<file path="config.mk">
export PLATFORM = sky130hd
export DESIGN_NAME = epwm_bridge
export DESIGN_NICKNAME = d
export VERILOG_FILES = /design/src/rtl/epwm_pkg.sv /design/src/rtl/epwm_regs.sv /design/src/rtl/epwm_timebase.sv /design/src/rtl/epwm_steer.sv /design/src/rtl/epwm_bridge.sv
export SDC_FILE = /design/constraint.sdc
export NUM_CORES = 1
export LEC_CHECK = 0
export BUFFER_PORTS_ARGS = -buffer_cell sky130_fd_sc_hd__buf_2
export CAP_MARGIN = 20
export CORE_MARGIN = 5
export CORE_UTILIZATION = 31
export DETAILED_ROUTE_END_ITERATION = 16
export PLACE_DENSITY = 0.5
export SYNTH_ARGS = -nofsm -noshare
export SYNTH_HDL_FRONTEND = slang
export SYNTH_SLANG_ARGS = --single-unit
</file>
<file path="constraint.sdc">
create_clock -name clk -period 2.3 [get_ports clk]
set_input_delay 0.46 -clock clk [delete_from_list [all_inputs] [get_ports clk]]
set_output_delay 0.46 -clock clk [all_outputs]
set_load 0.02 [all_outputs]
</file>
<file path="src/rtl/epwm_pkg.sv">
package epwm_pkg;
  localparam int BUS_W    = 8;
  localparam int DUTY_FRAC = 2;
  localparam int NPIN     = 4;

  localparam logic [2:0] A_CTRL = 3'd0;
  localparam logic [2:0] A_DUTY = 3'd1;
  localparam logic [2:0] A_PER  = 3'd2;
  localparam logic [2:0] A_TCFG = 3'd3;
  localparam logic [2:0] A_DEAD = 3'd4;
  localparam logic [2:0] A_SHDN = 3'd5;

  typedef enum logic [1:0] {
    MD_SINGLE = 2'b00,
    MD_FWD    = 2'b01,
    MD_HALF   = 2'b10,
    MD_REV    = 2'b11
  } mode_e;
endpackage

</file>
<file path="src/rtl/epwm_regs.sv">
module epwm_regs
  import epwm_pkg::*;
#(
  parameter int TW   = 8,
  parameter int DBW  = 8,
  parameter int NFLT = 3
) (
  input  logic              clk,
  input  logic              rst_n,
  input  logic              wr_en,
  input  logic [2:0]        wr_addr,
  input  logic [BUS_W-1:0]  wr_data,
  input  logic [NFLT-1:0]   fault_i,
  output mode_e             mode,
  output logic              pwm_en,
  output logic              inv_ac,
  output logic              inv_bd,
  output logic [TW+DUTY_FRAC-1:0] duty_pend,
  output logic [TW-1:0]     period,
  output logic              run,
  output logic [1:0]        pre_sel,
  output logic [DBW-1:0]    dead,
  output logic              sd_active,
  output logic [1:0]        safe_ac,
  output logic [1:0]        safe_bd
);
  logic [BUS_W-1:0] ctrl_q;
  logic [TW-1:0]    duty_hi_q;
  logic [TW-1:0]    per_q;
  logic [2:0]       tcfg_q;
  logic [DBW-1:0]   dead_q;
  logic [NFLT-1:0]  mask_q;
  logic [3:0]       safe_q;
  logic             sd_q;
  logic             trip;
  logic             shdn_wr;
  logic             sd_n;

  assign trip    = |(fault_i & mask_q);
  assign shdn_wr = wr_en && (wr_addr == A_SHDN);

  always_comb begin
    if (trip)         sd_n = 1'b1;
    else if (shdn_wr) sd_n = wr_data[7];
    else              sd_n = sd_q;
  end

  always_ff @(posedge clk or negedge rst_n) begin
    if (!rst_n) begin
      ctrl_q    <= '0;
      duty_hi_q <= '0;
      per_q     <= '1;
      tcfg_q    <= '0;
      dead_q    <= '0;
      mask_q    <= '0;
      safe_q    <= '0;
      sd_q      <= 1'b0;
    end else begin
      sd_q <= sd_n;
      if (wr_en) begin
        case (wr_addr)
          A_CTRL: ctrl_q    <= wr_data;
          A_DUTY: duty_hi_q <= wr_data[TW-1:0];
          A_PER:  per_q     <= wr_data[TW-1:0];
          A_TCFG: tcfg_q    <= wr_data[2:0];
          A_DEAD: dead_q    <= wr_data[DBW-1:0];
          A_SHDN: begin
            mask_q <= wr_data[4 +: NFLT];
            safe_q <= wr_data[3:0];
          end
          default: ;
        endcase
      end
    end
  end

  assign mode      = mode_e'(ctrl_q[7:6]);
  assign pwm_en    = (ctrl_q[3:2] == 2'b11);
  assign inv_ac    = ctrl_q[1];
  assign inv_bd    = ctrl_q[0];
  assign duty_pend = {duty_hi_q, ctrl_q[5:4]};
  assign period    = per_q;
  assign run       = tcfg_q[2];
  assign pre_sel   = tcfg_q[1:0];
  assign dead      = dead_q;
  assign sd_active = sd_q;
  assign safe_ac   = safe_q[3:2];
  assign safe_bd   = safe_q[1:0];

  // a masked fault latches shutdown on the next edge
  a_r11_trip_latches: assert property (@(posedge clk) disable iff (!rst_n)
    trip |=> sd_active);

  // a software clear with no masked fault releases shutdown
  a_r13_sw_clear: assert property (@(posedge clk) disable iff (!rst_n)
    (shdn_wr && !wr_data[7] && !trip) |=> !sd_active);

  // with no write and no fault, the flag keeps its value
  a_r13_flag_sticky: assert property (@(posedge clk) disable iff (!rst_n)
    (!shdn_wr && !trip) |=> $stable(sd_active));
endmodule

</file>
<file path="src/rtl/epwm_timebase.sv">
module epwm_timebase #(
  parameter int TW = 8,
  parameter int FW = 2
) (
  input  logic            clk,
  input  logic            rst_n,
  input  logic            run,
  input  logic [1:0]      pre_sel,
  input  logic [TW-1:0]   period,
  input  logic [TW+FW-1:0] duty_pend,
  output logic            mod_o,
  output logic            cyc_start_o
);
  localparam int CW = TW + FW;
  localparam int PW = 5;

  logic [PW-1:0] pre_cnt;
  logic [PW-1:0] pre_lim;
  logic [TW-1:0] tmr;
  logic [FW-1:0] sub;
  logic [CW-1:0] duty_act;
  logic          tick;
  logic          last_sub;
  logic          at_end;
  logic          wrap;
  logic          cyc_q;

  always_comb begin
    case (pre_sel)
      2'b00:   pre_lim = PW'(1);
      2'b01:   pre_lim = PW'(4);
      default: pre_lim = PW'(16);
    endcase
  end

  assign tick     = run && (pre_cnt >= pre_lim - 1'b1);
  assign last_sub = &sub;
  assign at_end   = (tmr >= period);
  assign wrap     = tick && last_sub && at_end;

  always_ff @(posedge clk or negedge rst_n) begin
    if (!rst_n) begin
      pre_cnt  <= '0;
      tmr      <= '0;
      sub      <= '0;
      duty_act <= '0;
      cyc_q    <= 1'b0;
    end else begin
      cyc_q <= wrap;
      if (!run || tick) pre_cnt <= '0;
      else              pre_cnt <= pre_cnt + 1'b1;
      if (tick) begin
        sub <= sub + 1'b1;
        if (last_sub) tmr <= at_end ? '0 : tmr + 1'b1;
      end
      if (wrap) duty_act <= duty_pend;
    end
  end

  assign mod_o       = run && (duty_act > {tmr, sub});
  assign cyc_start_o = cyc_q;

  // the active duty only moves at a period boundary
  a_r6_duty_held: assert property (@(posedge clk) disable iff (!rst_n)
    !wrap |=> $stable(duty_act));

  // a wrap restarts the phase at zero and flags the period start
  a_r3_restart: assert property (@(posedge clk) disable iff (!rst_n)
    wrap |=> (tmr == '0 && sub == '0 && cyc_start_o));

  // the period-start pulse is a single cycle
  a_r3_single_pulse: assert property (@(posedge clk) disable iff (!rst_n)
    cyc_start_o |=> !cyc_start_o);
endmodule

</file>
<file path="src/rtl/epwm_steer.sv">
module epwm_steer
  import epwm_pkg::*;
#(
  parameter int DBW = 8
) (
  input  logic            clk,
  input  logic            rst_n,
  input  logic            en,
  input  mode_e           mode,
  input  logic            inv_ac,
  input  logic            inv_bd,
  input  logic [DBW-1:0]  dead,
  input  logic            mod_i,
  input  logic            sd_i,
  input  logic [1:0]      safe_ac,
  input  logic [1:0]      safe_bd,
  output logic [NPIN-1:0] pin_o,
  output logic [NPIN-1:0] oe_o
);
  logic            m_q;
  logic [DBW-1:0]  dcnt;
  logic            mchg;
  logic            gate;
  logic [NPIN-1:0] act;
  logic [NPIN-1:0] used;
  logic [NPIN-1:0] pin_n;
  logic [NPIN-1:0] oe_n;

  // dead-time blanking: every edge of the modulated signal reloads the counter
  assign mchg = mod_i ^ m_q;
  assign gate = mchg ? (dead == '0) : (dcnt == '0);

  always_ff @(posedge clk or negedge rst_n) begin
    if (!rst_n) begin
      m_q  <= 1'b0;
      dcnt <= '0;
    end else begin
      m_q <= mod_i;
      if (mchg)             dcnt <= (dead == '0) ? '0 : dead - 1'b1;
      else if (dcnt != '0)  dcnt <= dcnt - 1'b1;
    end
  end

  always_comb begin
    act  = '0;
    used = '0;
    case (mode)
      MD_SINGLE: begin
        act[0] = mod_i;
        used   = 4'b0001;
      end
      MD_FWD: begin
        act[0] = 1'b1;
        act[3] = mod_i;
        used   = 4'b1111;
      end
      MD_HALF: begin
        act[0] = mod_i & gate;
        act[1] = ~mod_i & gate;
        used   = 4'b0011;
      end
      default: begin
        act[2] = 1'b1;
        act[1] = mod_i;
        used   = 4'b1111;
      end
    endcase
  end

  for (genvar i = 0; i < NPIN; i++) begin : g_pin
    localparam bit IS_AC = ((i % 2) == 0);
    logic       inv;
    logic [1:0] safe;
    logic       lvl;
    logic       drv;
    assign inv  = IS_AC ? inv_ac : inv_bd;
    assign safe = IS_AC ? safe_ac : safe_bd;
    assign drv  = en && used[i] && !(sd_i && safe[1]);
    assign lvl  = sd_i ? (safe == 2'b01) : act[i];
    assign pin_n[i] = drv ? (lvl ^ inv) : 1'b0;
    assign oe_n[i]  = drv;
  end

  always_ff @(posedge clk or negedge rst_n) begin
    if (!rst_n) begin
      pin_o <= '0;
      oe_o  <= '0;
    end else begin
      pin_o <= pin_n;
      oe_o  <= oe_n;
    end
  end

  // single mode enables only pin A
  a_r7_single_oe: assert property (@(posedge clk) disable iff (!rst_n)
    (en && mode == MD_SINGLE && !sd_i) |=> (oe_o == 4'b0001));

  // forward bridge holds A at its active level
  a_r8_fwd_hold: assert property (@(posedge clk) disable iff (!rst_n)
    (en && mode == MD_FWD && !sd_i) |=> (pin_o[0] == !$past(inv_ac)));

  // right after an edge with nonzero dead time both half-bridge pins are inactive
  a_r9_blank_edge: assert property (@(posedge clk) disable iff (!rst_n)
    (en && mode == MD_HALF && !sd_i && mchg && dead != '0)
      |=> (pin_o[1:0] == {$past(inv_bd), $past(inv_ac)}));

  // a released safe state removes the A/C enables
  a_r12_release: assert property (@(posedge clk) disable iff (!rst_n)
    (en && sd_i && safe_ac[1]) |=> (!oe_o[0] && !oe_o[2]));
endmodule

</file>
<file path="src/rtl/epwm_bridge.sv">
module epwm_bridge
  import epwm_pkg::*;
#(
  parameter int TW   = 8,
  parameter int DBW  = 8,
  parameter int NFLT = 3
) (
  input  logic             clk,
  input  logic             rst_n,
  input  logic             wr_en,
  input  logic [2:0]       wr_addr,
  input  logic [BUS_W-1:0] wr_data,
  input  logic [NFLT-1:0]  fault_i,
  output logic [NPIN-1:0]  pwm_o,
  output logic [NPIN-1:0]  pwm_oe,
  output logic             cyc_start_o
);
  localparam int CW = TW + DUTY_FRAC;

  mode_e          mode;
  logic           pwm_en;
  logic           inv_ac;
  logic           inv_bd;
  logic [CW-1:0]  duty_pend;
  logic [TW-1:0]  period;
  logic           run;
  logic [1:0]     pre_sel;
  logic [DBW-1:0] dead;
  logic           sd_active;
  logic [1:0]     safe_ac;
  logic [1:0]     safe_bd;
  logic           mod;

  epwm_regs #(.TW(TW), .DBW(DBW), .NFLT(NFLT)) u_regs (
    .clk(clk), .rst_n(rst_n), .wr_en(wr_en), .wr_addr(wr_addr),
    .wr_data(wr_data), .fault_i(fault_i), .mode(mode), .pwm_en(pwm_en),
    .inv_ac(inv_ac), .inv_bd(inv_bd), .duty_pend(duty_pend),
    .period(period), .run(run), .pre_sel(pre_sel), .dead(dead),
    .sd_active(sd_active), .safe_ac(safe_ac), .safe_bd(safe_bd)
  );

  epwm_timebase #(.TW(TW), .FW(DUTY_FRAC)) u_tb (
    .clk(clk), .rst_n(rst_n), .run(run), .pre_sel(pre_sel),
    .period(period), .duty_pend(duty_pend), .mod_o(mod),
    .cyc_start_o(cyc_start_o)
  );

  epwm_steer #(.DBW(DBW)) u_steer (
    .clk(clk), .rst_n(rst_n), .en(pwm_en), .mode(mode),
    .inv_ac(inv_ac), .inv_bd(inv_bd), .dead(dead), .mod_i(mod),
    .sd_i(sd_active), .safe_ac(safe_ac), .safe_bd(safe_bd),
    .pin_o(pwm_o), .oe_o(pwm_oe)
  );

  // no pin is enabled while the enable code is off
  a_r2_disabled_quiet: assert property (@(posedge clk) disable iff (!rst_n)
    !pwm_en |=> (pwm_oe == '0 && pwm_o == '0));
endmodule

</file>
==> results.sh, run 1 <==
export IMPL_status="complete, but fails checks"
export IMPL_violations="setup timing"
export IMPL_drv_cap=0
export IMPL_multiInputGateArea_sq_mm=0.002300
export IMPL_yosys_register_bits=86
export IMPL_r2r_slack_ns=-0.02
export IMPL_first_iter_violations=125
export IMPL_powerDensity_mw_per_mm2=940.2
export IMPL_seqCellArea_sq_mm=0.002162
export IMPL_cp_endpoint="u_tb.tmr[7]$_DFFE_PN0P_"
export IMPL_cts_tree="built"
export IMPL_cts_buffers=9
export IMPL_synth_edff_count=0
export IMPL_synth_warnings=0
export IMPL_p_sw_uw=1726
export IMPL_hold_class="in -> async"
export IMPL_start_util=0.3157
export IMPL_final_area_sq_mm=0.005625
export IMPL_crit_arrival_ns=2.54
export IMPL_die_area_sq_mm=0.01655
export IMPL_p_clk_frac=0.257
export IMPL_antenna_found_initial=0
export IMPL_synth_cell_types=55
export IMPL_post_route_drc_count=0
export IMPL_cts_hold_buf=0
export IMPL_drive_above_1_share=0.3940
export IMPL_io_buffers=25
export IMPL_via_per_inst=4.742
export IMPL_internal_power_uw=3563
export IMPL_cts_buffer_depth=2
export IMPL_post_drt_wl_per_cell_um=14.89
export IMPL_drtAntennaViolNets=0
export IMPL_worstPathRequired_ns=2.52
export IMPL_synthCells=385
export IMPL_grt_use_met3=0.02034
export IMPL_endpoint_kind="register"
export IMPL_avgSynthCellArea_sq_um=11.34
export IMPL_num_rows=43
export IMPL_yosysSeqAreaShare=0.4953
export IMPL_worst_slack_ns=-0.01836
export IMPL_grt_pass1_vias=3039
export IMPL_rsz0062_at_grt="true"
export IMPL_crit_fanout=5
export IMPL_grtUsageTotal=0.1207
export IMPL_core_area_sq_mm=0.01383
export IMPL_synth_area_sq_mm=0.004365
export IMPL_io_pins=26
export IMPL_synth_top_area_share=0.4471
export IMPL_htree_levels=3
export IMPL_ys_top_cells_by_area="dfrtp_1 45%, mux2_2 8.8%, ha_1 8.0%, dfstp_2 4.8%, inv_1 2.7%"
export IMPL_fin_hold_ws_ns=0.1107
export IMPL_grt_max_degree=57
export IMPL_stdcell_count=647
export IMPL_setup_viol_count_final=15
export IMPL_drt_pass1_iterations=4
export IMPL_p_seq_frac=0.396
export IMPL_grt_util_met2=0.1756
export IMPL_tightest_slew_ns=0.3910
export IMPL_swShare=0.3263
export IMPL_critPathKind="reg -> reg"
export IMPL_rr_startpoint="u_regs.tcfg_q[1]$_DFFE_PN0P_"
export IMPL_finalCriticalPeriod_ns=2.318
export IMPL_r2r_end="u_tb.tmr[7]$_DFFE_PN0P_"
export IMPL_ys_flop_type="dfrtp_1"
export IMPL_crit_start="u_regs.tcfg_q[1]$_DFFE_PN0P_"
export IMPL_postRouteWirelength_um=9637
export IMPL_die_h_um=128.7
export IMPL_fin_nets=507
export IMPL_relSlewSlack=0.7394
export IMPL_die_w_um=128.7
export IMPL_fillCellCount=1314
export IMPL_clock_skew_ns=0.005484
export IMPL_syn_nets=430
export IMPL_path_clk_slew_ns=0.07
export IMPL_postSynth_asyncResetShare=1.000
export IMPL_hold_viol_final=0
export IMPL_slew_viol_final=0
export IMPL_placed_cell_area_sq_mm=0.005077
export IMPL_rr_worst_depth=11
export IMPL_cts_root_buf="clkbuf_16"
export IMPL_dp_hpwl_um=7047
export IMPL_n_antenna_cell=0
export IMPL_numClockSinks=86
export IMPL_vdd_drop_max_mv=0.3751
export IMPL_grt_busiest_layer="met2"
export IMPL_syn2layout_area_growth_pct=28.86
export IMPL_p_leak_uw=0.002661
export IMPL_max_freq_ghz=0.4313
export IMPL_grt_first_pass_wirelength_um=15700
export IMPL_place_inst=620
export IMPL_via_count=3068
export IMPL_place_congestion=0.8032
export IMPL_yosysTopAreaCell="dfrtp_1"
export IMPL_critPathLaunchType="register"
export IMPL_clock_latency_ns=0.34
export IMPL_overflow=0
export IMPL_pre_cts_ws_ns=-0.05929
export IMPL_min_period_over_period=1.008
export IMPL_use_met1=0.1740
export IMPL_power_frac_comb=0.347
## per-stage QoR
step	TNS, ns	power (uW)	utilization
3_5_place_dp	-0.3931	3645	0.3672
2_1_floorplan	-0.3411	3140	-
6_report	-0.1321	5289	0.4068
5_1_grt	-2.834	5627	0.4068
3_3_place_gp	-0.1140	3598	0.3672
4_1_cts	-0.2638	5047	0.3919
## metal layers
layer | share of wire | vias to the layer above
li1 | - | 1525
met1 | 0.52 | 1489
met2 | 0.43 | 41
met3 | 0.033 | 13
met4 | 0.022 | 0
met5 | 0 | -
## sequential cells by signal, indices dropped and copies added (netlist names), 4 cells and up
name / flops
u_steer.dcnt: 8
u_steer.oe_o: 4
u_regs.dead: 8
u_tb.tmr: 8
u_tb.duty_act: 10
u_regs.duty_hi_q: 8
u_regs.ctrl_q: 8
u_tb.pre_cnt: 5
u_steer.pin_o: 4
u_regs.safe_q: 4
u_regs.period: 8
## final cells by class
cell class	count	share of cell area
repair buffers	73	0.09720
multi-input cells	261	0.4088
well taps	180	0.04004
clock inverters	7	0.008897
flip-flops and latches	86	0.3843
inverters	31	0.02069
clock buffers	9	0.04004
## power by group through the flow
stage | registers, uW | clock network, uW | logic [uW]
final | 2090 | 1360 | 1840
after global routing | 2130 | 1460 | 2030
after CTS | 2090 | 1400 | 1550
after detailed placement | 2110 | 0 | 1530
after global placement | 2100 | 0 | 1490
after floorplan | 2070 | 0 | 1070
## cell usage after synthesis (8+ instances only)
library cell  number
mux2_2            34
dfrtp_1           78
inv_1             31
mux2_1             9
nand2_1           23
o21ai_0           17
nand3_1           12
ha_1              28
nor2_1            19
dfstp_2            8
xnor2_1            8
a21oi_1           11
## cells by family after synthesis
| family | share of synthesized area |
|---|---|
| mux | 0.1155 |
| xor+xnor | 0.03382 |
| flops | 0.4953 |
| simple gates | 0.1267 |
| buf+inv | 0.03525 |
| fa+ha+maj | 0.08025 |
| compound gates | 0.1132 |
## how the worst min path moves through the flow
stage                                   end   from  cells past startpoint
2_1_floorplan  u_regs.ctrl_q[0]$_DFFE_PN0P_  rst_n                      0
6_report         u_regs.dead[4]$_DFFE_PN0P_  rst_n                      2
3_3_place_gp     u_regs.dead[5]$_DFFE_PN0P_  rst_n                      2
4_1_cts          u_regs.dead[4]$_DFFE_PN0P_  rst_n                      2
5_1_grt          u_regs.dead[1]$_DFFE_PN0P_  rst_n                      2
3_5_place_dp     u_regs.dead[5]$_DFFE_PN0P_  rst_n                      2
## cells in the final DEF, fill, tap and decap left out, types with 3 or more instances in the layout
| master | count |
|---|---|
| a211oi_2 | 3 |
| a21o_1 | 7 |
| a21oi_1 | 8 |
| a21oi_2 | 4 |
| a22o_1 | 6 |
| and2_1 | 6 |
| and3_1 | 3 |
| buf_12 | 3 |
| buf_2 | 24 |
| buf_4 | 44 |
| clkbuf_16 | 10 |
| clkinvlp_4 | 3 |
| dfrtp_1 | 78 |
| dfstp_2 | 8 |
| ha_1 | 22 |
| ha_4 | 6 |
| inv_1 | 27 |
| inv_2 | 4 |
| mux2_2 | 31 |
| mux2_4 | 12 |
| nand2_1 | 22 |
| nand2b_1 | 5 |
| nand3_1 | 10 |
| nand3_2 | 3 |
| nand4b_1 | 3 |
| nor2_1 | 17 |
| nor3_1 | 7 |
| nor3_2 | 3 |
| nor3b_1 | 3 |
| o21ai_0 | 17 |
| o31ai_2 | 3 |
| xnor2_1 | 8 |
| xor2_1 | 7 |
## critical path, cell delays in order (launching register included)
cell and delay (ns):
dfrtp_1 0.39, or2_4 0.29, ha_4 0.21, nand2b_4 0.13, a21o_1 0.15, a21o_1 0.16
a211oi_2 0.22, buf_4 0.20, or2_4 0.13, nor2_2 0.04, buf_6 0.12, a22o_1 0.18
## timing repair
| action | CTS | global route |
|---|---|---|
| hold endpoints to repair | 0 | 0 |
| setup endpoints to repair | 16 | 25 |
| setup buffers | 3 | 8 |
| resized for setup | 12 | 22 |
| pin swaps | 9 | 14 |
| gates cloned | 0 | 1 |
Power figures use the tool's default switching activity.
==> run 2: changes to the inputs <==
--- a/config.mk
+++ b/config.mk
@@ -10,7 +10,6 @@
 export CORE_MARGIN = 5
 export CORE_UTILIZATION = 31
 export DETAILED_ROUTE_END_ITERATION = 16
-export PLACE_DENSITY = 0.5
 export SYNTH_ARGS = -nofsm -noshare
 export SYNTH_HDL_FRONTEND = slang
 export SYNTH_SLANG_ARGS = --single-unit
==> run 2 against run 1 <==
The flow still finishes with violations (setup timing). Fmax is essentially flat. Utilization down 1.3 points. First-iteration DRC count grew 26%. Non-clock buffer count down 11. Sequential cell count unchanged. Worst setup slack worse by 0.0020 ns. Hold slack worse by 0.024 ns. Clock-buffer cell count increased by 3. Critical endpoint is now u_tb.duty_act[7]$_DFFE_PN0P_. Routed wire length decreased by 1.5%. Global-route usage hardly changed. Total power is 3.5% lower. Sequential share of layout area grew 1.2 points.
==> results.sh, run 2 (synthesized netlist as in run 1, its figures left out) <==
export IMPL_status="complete, but fails checks"
export IMPL_violations="setup timing"
export IMPL_endpoint_kind="register"
export IMPL_p_sw_uw=1568
export IMPL_cts_hold_buf=0
export IMPL_start_util=0.3157
export IMPL_n_antenna_cell=0
export IMPL_layout_common_cells="78 x dfrtp_1, 34 x buf_4, 32 x mux2_2"
export IMPL_final_area_sq_mm=0.005451
export IMPL_cts_root_buf="clkbuf_16"
export IMPL_num_rows=43
export IMPL_critPathKind="reg -> reg"
export IMPL_cp_top_family="simple AND/OR/NAND/NOR gates"
export IMPL_path_depth=9
export IMPL_cp_endpoint="u_tb.duty_act[7]$_DFFE_PN0P_"
export IMPL_die_area_sq_mm=0.01655
export IMPL_final_core_util=0.3943
export IMPL_path_common_cell="a21o_1"
export IMPL_p_leak_uw=0.002578
export IMPL_regMostFlops="u_tb.duty_act"
export IMPL_setup_viol_count_final=10
export IMPL_internal_power_uw=3536
export IMPL_p_seq_frac=0.411
export IMPL_slew_viol_final=0
export IMPL_die_w_um=128.7
export IMPL_rr_startpoint="u_regs.tcfg_q[1]$_DFFE_PN0P_"
export IMPL_drt_pass1_iterations=4
export IMPL_power_total_uw=5104
export IMPL_grt_max_degree=52
export IMPL_via_count=3116
export IMPL_largest_register_ffs=10
export IMPL_first_iter_violations=158
export IMPL_crit_chain="or2_4, ha_4, nand2b_4, a21o_1, a21o_1, a211oi_2, nand4b_1, buf_12, mux2_4"
export IMPL_layout_commonest_cell="dfrtp_1"
export IMPL_postRouteWirelength_um=9496
export IMPL_clock_latency_ns=0.33
export IMPL_drtAntennaViolNets=0
export IMPL_crit_start="u_regs.tcfg_q[1]$_DFFE_PN0P_"
export IMPL_r2r_slack_ns=-0.02
export IMPL_vdd_drop_max_mv=0.3678
export IMPL_grt_first_pass_wirelength_um=15860
export IMPL_worstPathRequired_ns=2.51
export IMPL_tightest_slew_ns=0.4986
export IMPL_core_area_sq_mm=0.01383
export IMPL_r2r_end="u_tb.duty_act[7]$_DFFE_PN0P_"
export IMPL_grtUsageTotal=0.1203
export IMPL_powerDensity_mw_per_mm2=936.2
export IMPL_cts_tree="built"
export IMPL_placed_cell_area_sq_mm=0.005062
export IMPL_crit_fanout=11
export IMPL_max_freq_ghz=0.4310
export IMPL_cts_buffer_depth=2
export IMPL_fin_nets=496
export IMPL_slowest_delay_ns=0.38
export IMPL_p_clk_frac=0.285
export IMPL_hold_class="in -> async"
export IMPL_antenna_found_initial=0
export IMPL_numClockSinks=86
export IMPL_hold_viol_final=0
export IMPL_place_congestion=0.8163
export IMPL_finalCriticalPeriod_ns=2.320
export IMPL_drv_cap=0
export IMPL_rsz0062_at_grt="true"
export IMPL_min_period_over_period=1.009
export IMPL_cp_slowest_cell="dfrtp_1"
export IMPL_dp_hpwl_um=6913
export IMPL_path_clk_slew_ns=0.07
export IMPL_post_route_drc_count=0
export IMPL_crit_arrival_ns=2.53
export IMPL_die_h_um=128.7
export IMPL_syn2layout_area_growth_pct=24.88
export IMPL_power_frac_comb=0.304
export IMPL_critPathLaunchType="register"
export IMPL_clock_skew_ns=0.008708
export IMPL_rr_worst_depth=9
export IMPL_drive_above_1_share=0.3575
export IMPL_via_per_inst=4.899
export IMPL_overflow=0
export IMPL_grt_pass1_vias=3229
export IMPL_cp_num_buf_inv=1
export IMPL_cts_buffers=9
export IMPL_relSlewSlack=0.6676
export IMPL_io_buffers=25
export IMPL_htree_levels=3
export IMPL_post_drt_wl_per_cell_um=14.93
export IMPL_swShare=0.3072
export IMPL_io_pins=26
export IMPL_worst_slack_ns=-0.02040
run 2: cell count changes in the layout (fill, tap and decap cells not counted), moves of 3 or more:
cell and change:
buf_4 -10, o31ai_1 +5, clkinvlp_4 -3, o31ai_2 -3
run 2: per-stage QoR:
step	setup TNS (ns)	hold slack [ns]	std cells	worst slack [ns]
3_5_place_dp	-0.2799	0.4651	618	-0.05344
6_report	-0.1600	0.08684	636	-0.02040
4_1_cts	-0.3066	0.1051	635	-0.03395
2_1_floorplan	-0.3411	0.1644	385	-0.03790
3_3_place_gp	-0.02247	0.4596	618	-0.02247
5_1_grt	-1.396	0.1230	636	-0.1196
run 2: repair_timing:
item | CTS | global route
endpoints found under the setup margin | 16 | 21
gates resized for setup | 7 | 16
pin swaps | 4 | 16
buffers inserted | 2 | 2
run 2: cell type report:
class | count | area, sq um
clock inverters | 4 | 48.80
clock buffers | 12 | 246.5
multi-input cells | 261 | 2206
repair buffers | 62 | 446.7
fillers | 1290 | 8376
flip-flops and latches | 86 | 2162
inverters | 31 | 116.4
well taps | 180 | 225.2
run 2: worst min path at each step:
stage | startpoint | endpoint | slack [ns] | cells past startpoint
6_report | rst_n | u_steer.dcnt[6]$_DFFE_PN0P_ | 0.09 | 1
5_1_grt | rst_n | u_steer.dcnt[6]$_DFFE_PN0P_ | 0.12 | 1
4_1_cts | rst_n | u_steer.dcnt[6]$_DFFE_PN0P_ | 0.11 | 1
3_5_place_dp | rst_n | u_steer.dcnt[6]$_DFFE_PN0P_ | 0.47 | 1
3_3_place_gp | rst_n | u_steer.dcnt[7]$_DFFE_PN0P_ | 0.46 | 1
2_1_floorplan | rst_n | u_regs.ctrl_q[0]$_DFFE_PN0P_ | 0.16 | 0
run 2: power by group through the flow:
stage / Combinational, uW / Sequential (uW) / Clock (uW)
floorplan: 1070 / 2070 / 0
global placement: 1450 / 2100 / 0
detailed placement: 1510 / 2120 / 0
CTS: 1540 / 2100 / 1480
global route: 1750 / 2140 / 1560
finish: 1550 / 2100 / 1460
run 2: routing by layer:
| layer | vias up | global-route usage | part of all wire |
|---|---|---|---|
| met2 | 73 | 0.1802 | 0.45 |
| met4 | 0 | 0.04077 | 0.017 |
| met3 | 12 | 0.02615 | 0.050 |
| met5 | - | 0 | 0 |
| met1 | 1532 | 0.1725 | 0.49 |
| li1 | 1499 | - | - |
